--- src/rtl/cis_pkg.sv ---
package cis_pkg;
    localparam int BYTE_W = 8;
    localparam int ADDR_W = 7;
    localparam int BITCNT_W = $clog2(BYTE_W + 1);

    typedef enum logic [2:0] {
        ST_IDLE,
        ST_ADDR,
        ST_ADDR_ACK,
        ST_RX,
        ST_RX_ACK,
        ST_TX,
        ST_TX_ACK
    } cis_state_e;
endpackage

--- src/rtl/cis_line_filter.sv ---
module cis_line_filter #(
    parameter int SYNC_STAGES = 2,
    parameter int FILT_LEN    = 3
) (
    input  logic clk,
    input  logic rst_n,
    input  logic din,
    output logic dout
);
    localparam int CNT_W = $clog2(FILT_LEN + 1);

    logic [SYNC_STAGES-1:0] sync_q;
    logic [CNT_W-1:0]       cnt_q;

    always_ff @(posedge clk or negedge rst_n) begin
        if (!rst_n) begin
            sync_q <= '1;
            cnt_q  <= '0;
            dout   <= 1'b1;
        end else begin
            sync_q <= {sync_q[SYNC_STAGES-2:0], din};
            if (sync_q[SYNC_STAGES-1] == dout) begin
                cnt_q <= '0;
            end else if (cnt_q == CNT_W'(FILT_LEN - 1)) begin
                dout  <= sync_q[SYNC_STAGES-1];
                cnt_q <= '0;
            end else begin
                cnt_q <= cnt_q + 1'b1;
            end
        end
    end
endmodule

--- src/rtl/cis_bus_events.sv ---
module cis_bus_events (
    input  logic clk,
    input  logic rst_n,
    input  logic scl_f,
    input  logic sda_f,
    output logic scl_rise,
    output logic scl_fall,
    output logic bus_start,
    output logic bus_stop
);
    logic scl_q;
    logic sda_q;

    always_ff @(posedge clk or negedge rst_n) begin
        if (!rst_n) begin
            scl_q <= 1'b1;
            sda_q <= 1'b1;
        end else begin
            scl_q <= scl_f;
            sda_q <= sda_f;
        end
    end

    assign scl_rise  = scl_f & ~scl_q;
    assign scl_fall  = ~scl_f & scl_q;
    assign bus_start = scl_f & scl_q & sda_q & ~sda_f;
    assign bus_stop  = scl_f & scl_q & ~sda_q & sda_f;
endmodule

--- src/rtl/cis_protocol.sv ---
module cis_protocol
    import cis_pkg::*;
#(
    parameter logic [ADDR_W-1:0] SLAVE_ADDR = 7'h3A
) (
    input  logic              clk,
    input  logic              rst_n,
    input  logic              scl_rise,
    input  logic              scl_fall,
    input  logic              bus_start,
    input  logic              bus_stop,
    input  logic              sda_s,
    input  logic              core_ready,
    output logic              sda_oe,
    output logic              cmd_valid,
    output logic [BYTE_W-1:0] cmd_opcode,
    output logic [BYTE_W-1:0] cmd_data,
    output logic              cmd_two_byte
);
    cis_state_e            state_q, state_d;
    logic [BITCNT_W-1:0]   bit_cnt;
    logic [BYTE_W-1:0]     shreg;
    logic [BYTE_W-1:0]     op_q;
    logic                  second_q;
    logic                  overrun_q;
    logic [BYTE_W-1:0]     status_w;
    logic                  byte_done;
    logic                  addr_hit;
    logic                  need_more;

    assign status_w  = {core_ready, overrun_q, {(BYTE_W-2){1'b0}}};
    assign byte_done = scl_fall && (bit_cnt == BITCNT_W'(BYTE_W));
    assign addr_hit  = (shreg[BYTE_W-1:1] == SLAVE_ADDR);
    assign need_more = !second_q && op_q[BYTE_W-1];

    // state register
    always_ff @(posedge clk or negedge rst_n) begin
        if (!rst_n) state_q <= ST_IDLE;
        else        state_q <= state_d;
    end

    // next state
    always_comb begin
        state_d = state_q;
        unique case (state_q)
            ST_IDLE:     state_d = ST_IDLE;
            ST_ADDR:     if (byte_done) state_d = addr_hit ? ST_ADDR_ACK : ST_IDLE;
            ST_ADDR_ACK: if (scl_fall)  state_d = shreg[0] ? ST_TX : ST_RX;
            ST_RX:       if (byte_done) state_d = ST_RX_ACK;
            ST_RX_ACK:   if (scl_fall)  state_d = need_more ? ST_RX : ST_IDLE;
            ST_TX:       if (byte_done) state_d = ST_TX_ACK;
            ST_TX_ACK:   if (scl_rise)  state_d = ST_IDLE;
            default:     state_d = ST_IDLE;
        endcase
        if (bus_start)     state_d = ST_ADDR;
        else if (bus_stop) state_d = ST_IDLE;
    end

    // outputs and datapath
    always_ff @(posedge clk or negedge rst_n) begin
        if (!rst_n) begin
            bit_cnt      <= '0;
            shreg        <= '0;
            op_q         <= '0;
            second_q     <= 1'b0;
            overrun_q    <= 1'b0;
            sda_oe       <= 1'b0;
            cmd_valid    <= 1'b0;
            cmd_opcode   <= '0;
            cmd_data     <= '0;
            cmd_two_byte <= 1'b0;
        end else begin
            cmd_valid <= 1'b0;
            if (bus_start) begin
                bit_cnt  <= '0;
                second_q <= 1'b0;
                sda_oe   <= 1'b0;
            end else if (bus_stop) begin
                sda_oe <= 1'b0;
            end else begin
                unique case (state_q)
                    ST_ADDR, ST_RX: begin
                        if (scl_rise) begin
                            shreg   <= {shreg[BYTE_W-2:0], sda_s};
                            bit_cnt <= bit_cnt + 1'b1;
                        end
                        if (byte_done) begin
                            if (state_q == ST_ADDR) begin
                                sda_oe <= addr_hit;
                            end else begin
                                sda_oe <= 1'b1;
                                if (!second_q) op_q <= shreg;
                            end
                        end
                    end
                    ST_ADDR_ACK: begin
                        if (scl_fall) begin
                            bit_cnt <= '0;
                            if (shreg[0]) begin
                                shreg     <= status_w;
                                sda_oe    <= !status_w[BYTE_W-1];
                                overrun_q <= 1'b0;
                            end else begin
                                sda_oe <= 1'b0;
                            end
                        end
                    end
                    ST_RX_ACK: begin
                        if (scl_fall) begin
                            sda_oe  <= 1'b0;
                            bit_cnt <= '0;
                            if (need_more) begin
                                second_q <= 1'b1;
                            end else begin
                                cmd_valid    <= 1'b1;
                                cmd_opcode   <= op_q;
                                cmd_data     <= second_q ? shreg : '0;
                                cmd_two_byte <= op_q[BYTE_W-1];
                                if (!core_ready) overrun_q <= 1'b1;
                            end
                        end
                    end
                    ST_TX: begin
                        if (scl_rise) bit_cnt <= bit_cnt + 1'b1;
                        if (scl_fall) begin
                            if (bit_cnt == BITCNT_W'(BYTE_W)) begin
                                sda_oe <= 1'b0;
                            end else begin
                                shreg  <= {shreg[BYTE_W-2:0], 1'b0};
                                sda_oe <= !shreg[BYTE_W-2];
                            end
                        end
                    end
                    ST_TX_ACK, ST_IDLE: sda_oe <= 1'b0;
                    default:            sda_oe <= 1'b0;
                endcase
            end
        end
    end
endmodule

--- src/rtl/cmd_i2c_slave.sv ---
module cmd_i2c_slave
    import cis_pkg::*;
#(
    parameter logic [ADDR_W-1:0] SLAVE_ADDR  = 7'h3A,
    parameter int                SYNC_STAGES = 2,
    parameter int                FILT_LEN    = 3
) (
    input  logic              clk,
    input  logic              rst_n,
    input  logic              scl_in,
    input  logic              sda_in,
    input  logic              core_ready,
    output logic              sda_oe,
    output logic              cmd_valid,
    output logic [BYTE_W-1:0] cmd_opcode,
    output logic [BYTE_W-1:0] cmd_data,
    output logic              cmd_two_byte
);
    logic [1:0] line_raw;
    logic [1:0] line_f;
    logic       scl_f;
    logic       sda_f;
    logic       scl_rise;
    logic       scl_fall;
    logic       bus_start;
    logic       bus_stop;

    assign line_raw = {scl_in, sda_in};

    for (genvar gi = 0; gi < 2; gi++) begin : g_line
        cis_line_filter #(
            .SYNC_STAGES(SYNC_STAGES),
            .FILT_LEN   (FILT_LEN)
        ) u_filt (
            .clk  (clk),
            .rst_n(rst_n),
            .din  (line_raw[gi]),
            .dout (line_f[gi])
        );
    end

    assign scl_f = line_f[1];
    assign sda_f = line_f[0];

    cis_bus_events u_events (
        .clk      (clk),
        .rst_n    (rst_n),
        .scl_f    (scl_f),
        .sda_f    (sda_f),
        .scl_rise (scl_rise),
        .scl_fall (scl_fall),
        .bus_start(bus_start),
        .bus_stop (bus_stop)
    );

    cis_protocol #(
        .SLAVE_ADDR(SLAVE_ADDR)
    ) u_proto (
        .clk         (clk),
        .rst_n       (rst_n),
        .scl_rise    (scl_rise),
        .scl_fall    (scl_fall),
        .bus_start   (bus_start),
        .bus_stop    (bus_stop),
        .sda_s       (sda_f),
        .core_ready  (core_ready),
        .sda_oe      (sda_oe),
        .cmd_valid   (cmd_valid),
        .cmd_opcode  (cmd_opcode),
        .cmd_data    (cmd_data),
        .cmd_two_byte(cmd_two_byte)
    );
endmodule

--- config.mk ---
export PLATFORM = sky130hd
export DESIGN_NAME = cmd_i2c_slave
export DESIGN_NICKNAME = d
export VERILOG_FILES = /design/src/rtl/cis_pkg.sv /design/src/rtl/cis_line_filter.sv /design/src/rtl/cis_bus_events.sv /design/src/rtl/cis_protocol.sv /design/src/rtl/cmd_i2c_slave.sv
export SDC_FILE = /design/constraint.sdc
export NUM_CORES = 1
export LEC_CHECK = 0
export ABC_AREA = 1
export BUFFER_PORTS_ARGS = -buffer_cell sky130_fd_sc_hd__buf_2
export CORE_MARGIN = 10
export CORE_UTILIZATION = 63
export DETAILED_ROUTE_END_ITERATION = 16
export GPL_ROUTABILITY_DRIVEN = 0
export GPL_TIMING_DRIVEN = 0
export PLACE_DENSITY = 0.84
export SYNTH_ARGS = -nofsm -noshare
export SYNTH_HDL_FRONTEND = slang
export SYNTH_SLANG_ARGS = --single-unit
--- constraint.sdc ---
create_clock -name clk -period 3.09 [get_ports clk]
set_input_delay 0.309 -clock clk [delete_from_list [all_inputs] [get_ports clk]]
set_output_delay 0.309 -clock clk [all_outputs]
set_load 0.005 [all_outputs]
==> summary.txt <==
Status - completed
Setup bufs post-CTS - 0
Antenna violation net count after detailed routing - 0
PwrDens - 678.3 nW/um^2
MaxCap Viol Count - 0
Hold path depth - 1
CTS hold repair buffers - 0
Initial detailed-routing violation count - 154
CTS tree - yes
Die Ht - 85.71 microns
Largest net degree at the start of global routing - 56
Final WS setup - 1.361 ns
Tightest Pin Transition - 1.176 ns
CP top delay family - simple AND/OR/NAND/NOR gates
Worst Hold Class - in2reg
Worst vdd ir - 0.4051 mV
Reg clk slew, reported paths - 0.10 ns
Dpl ws - 1.395 ns
Area Overhead vs Synth - 10.30%
CP Launch Point - g_line[0].u_filt.dout$_DFFE_PN1P_
Total track usage - 16.71%
FMAX - 0.5783 GHz
Crit path depth - 7
Static Leak - 0.001590 uW
Global-route wire length before repair - 10.35 mm
# DRC - 0
Num ports - 24
Crit path DAT - 1.93 ns
Syn avg cell area - 8.218 sq um
Worst setup SP type - register
Critical path required time - 3.29 ns
Fin crit period - 1.729 ns
Final setup TNS - 0 ns
Crit path kind - reg2reg
Drt first pass iters - 5
Via Count - 2251
Std-Cell Rows - 23
DP HPWL - 4.129 mm
Post-Route WL - 5.657 mm
Final count of pins violating max slew - 0
Post-synth cell types - 32
Peak fanout along the critical path - 8
Gr ovfl total - 0
Total core area - 4086 sq um
Syn_nets - 338
Crit. End Element - register
Clock buffer depth - 2
Vias in the first global route - 2253
Initial antenna violation count - 0
Ys Warns - 0
CP max stage delay - 0.57 ns
CTS Root Cell - clkbuf_8
Die W - 85.71 microns
Worst R2R End - u_proto.shreg[1]$_DFFE_PN0P_
R2R depth - 7
Dpl cells - 404
Initial Util - 66.56%
Syn Std Cell Area - 2720 sq um
#FFs+latches synth - 55
# setup viols final - 0
Clock Skew - 0.01073 ns
Hold violation count in the final report - 0
Worst-path cell chain - inv_1 > nand4_1 > nand2_2 > nor2_2 > nand2_2 > nand2_1 > nand2_1
Worst setup endpoint - u_proto.shreg[1]$_DFFE_PN0P_
Filler cells - 296
CTS resizes - 0
Via density - 5.464
CTS H-Tree Depth - 2
Final worst-path cycle share - 55.97%
Final nets - 368
DIE AREA - 7346 sq um
Wire per inst - 13.73 microns
RSZ-0062 raised after global routing - no
Buf/Inv on CP - 1
IO Port Bufs - 23
Slew HR - 21.59%
Power, Total - 2035 uW
Post-Synthesis Cells - 331
Non-filler cells, final - 412
Critical path's slowest cell - dfstp_2
RR Startpoint - g_line[0].u_filt.dout$_DFFE_PN1P_
Clk Latency, worst-skew pair - 0.31 ns
Seq/Total Area, Yosys - 50.97%
Antenna diode count - 0
Clock net sink count - 55
Num CTS Buffers - 5
Flop-to-flop setup slack - 1.36 ns
Layout cells sized above 1 - 21.82%
-- routing by layer --
layer / part of all wire (%) / up-vias / GRT usage, %
li1: - / 1125 / -
met1: 43 / 1046 / 20.53
met2: 48 / 72 / 27.52
met3: 6.9 / 8 / 4.257
met4: 1.2 / 0 / 6.287
met5: 0 / - / 0
-- cell families (layout without fill, tap and decap cells) --
family | Yosys count | after routing | share of synthesized area [%]
simple gates | 191 | 191 | 31.28
flops | 55 | 55 | 50.97
compound gates | 40 | 40 | 9.200
buf+inv | 39 | 70 | 6.302
xor+xnor | 3 | 3 | 0.9661
fa+ha+maj | 2 | 2 | 0.9198
mux | 1 | 1 | 0.3680
-- layout by cell type (no fill, tap or decap), drive strengths merged --
cell type  synthesis  final
mux2i              1      1
o211ai             1      1
o31ai              8      8
xor2               1      1
xnor2              2      2
clkinv             2      3
dfrtp             47     47
nand2            119    119
o21ai             18     18
nand4              4      4
a21boi             1      1
o21bai             1      1
clkbuf             0      6
inv               31     32
nor3               5      5
nor2              33     33
a21oi             11     11
dfstp              8      8
ha                 2      2
nand3             30     30
buf                6     29
-- state kept, by name, indices dropped and copies added, names as in the netlist --
register,flops
u_proto.bit_cnt,4
g_line.u_filt.dout,2
u_proto.shreg,8
u_proto.second_q,1
u_proto.overrun_q,1
u_events.sda_q,1
g_line.u_filt.sync_q,4
u_proto.cmd_data,8
u_proto.cmd_two_byte,1
u_proto.state_q,3
u_proto.cmd_opcode,7
u_proto.op_q,8
u_proto.cmd_valid,1
u_proto.sda_oe,1
u_events.scl_q,1
g_line.u_filt.cnt_q,4
-- Yosys cell counts (all sizes together) --
| library cell | n | share of area, % |
|---|---|---|
| o21ai | 18 | 3.6 |
| o21bai | 1 | 0.28 |
| o211ai | 1 | 0.28 |
| dfrtp | 47 | 43 |
| ha | 2 | 0.92 |
| dfstp | 8 | 7.7 |
| buf | 6 | 1.7 |
| a21oi | 11 | 2.2 |
| xor2 | 1 | 0.32 |
| nand3 | 30 | 6.2 |
| nor3 | 5 | 1.1 |
| xnor2 | 2 | 0.64 |
| inv | 31 | 4.3 |
| a21boi | 1 | 0.69 |
| nand4 | 4 | 0.92 |
| nor2 | 33 | 5.7 |
| nand2 | 119 | 17 |
| o31ai | 8 | 2.2 |
| clkinv | 2 | 0.28 |
| mux2i | 1 | 0.37 |
-- worst min path at each step --
| stage | from | endpoint | slack (ns) |
|---|---|---|---|
| final | sda_in | g_line[0].u_filt.sync_q[0]$_DFF_PN1_ | 0.09 |
| after global routing | scl_in | g_line[1].u_filt.sync_q[0]$_DFF_PN1_ | 0.07 |
| after CTS | scl_in | g_line[1].u_filt.sync_q[0]$_DFF_PN1_ | 0.08 |
| after detailed placement | g_line[0].u_filt.sync_q[0]$_DFF_PN1_ | g_line[0].u_filt.sync_q[1]$_DFF_PN1_ | 0.35 |
| after global placement | g_line[0].u_filt.sync_q[0]$_DFF_PN1_ | g_line[0].u_filt.sync_q[1]$_DFF_PN1_ | 0.35 |
| after floorplan | rst_n | g_line[0].u_filt.cnt_q[0]$_DFF_PN0_ | 0.01 |
-- cell type report --
class                   count  area, sq um  share of cell area (%)
repair buffers             23        115.1                   3.837
plain buffers               6        47.55                   1.585
clock buffers               6        82.58                   2.752
well taps                  50        62.56                   2.085
clock inverters             2        20.02                  0.6672
flip-flops and latches     55         1386                   46.21
inverters                  33        123.9                   4.128
multi-input cells         237         1162                   38.74
-- where the power goes --
| part | switching [uW] | total (uW) | leakage [uW] | internal [uW] |
|---|---|---|---|---|
| clock network | 241 | 430 | 0.0000533 | 189 |
| logic | 451 | 648 | 0.000808 | 197 |
| registers | 106 | 958 | 0.000729 | 852 |
| total | 798 | 2040 | 0.00159 | 1240 |
-- through the flow --
stage                     utilization, %  hold slack [ns]  area (sq um)
after global routing               73.42          0.06504          3000
after global placement             70.91           0.3457          2898
final                              73.42          0.08915          3000
after floorplan                        -          0.01341          2720
after detailed placement           70.91           0.3491          2898
after CTS                          73.42          0.08202          3000
No activity file was read; power rests on OpenSTA's default activity.
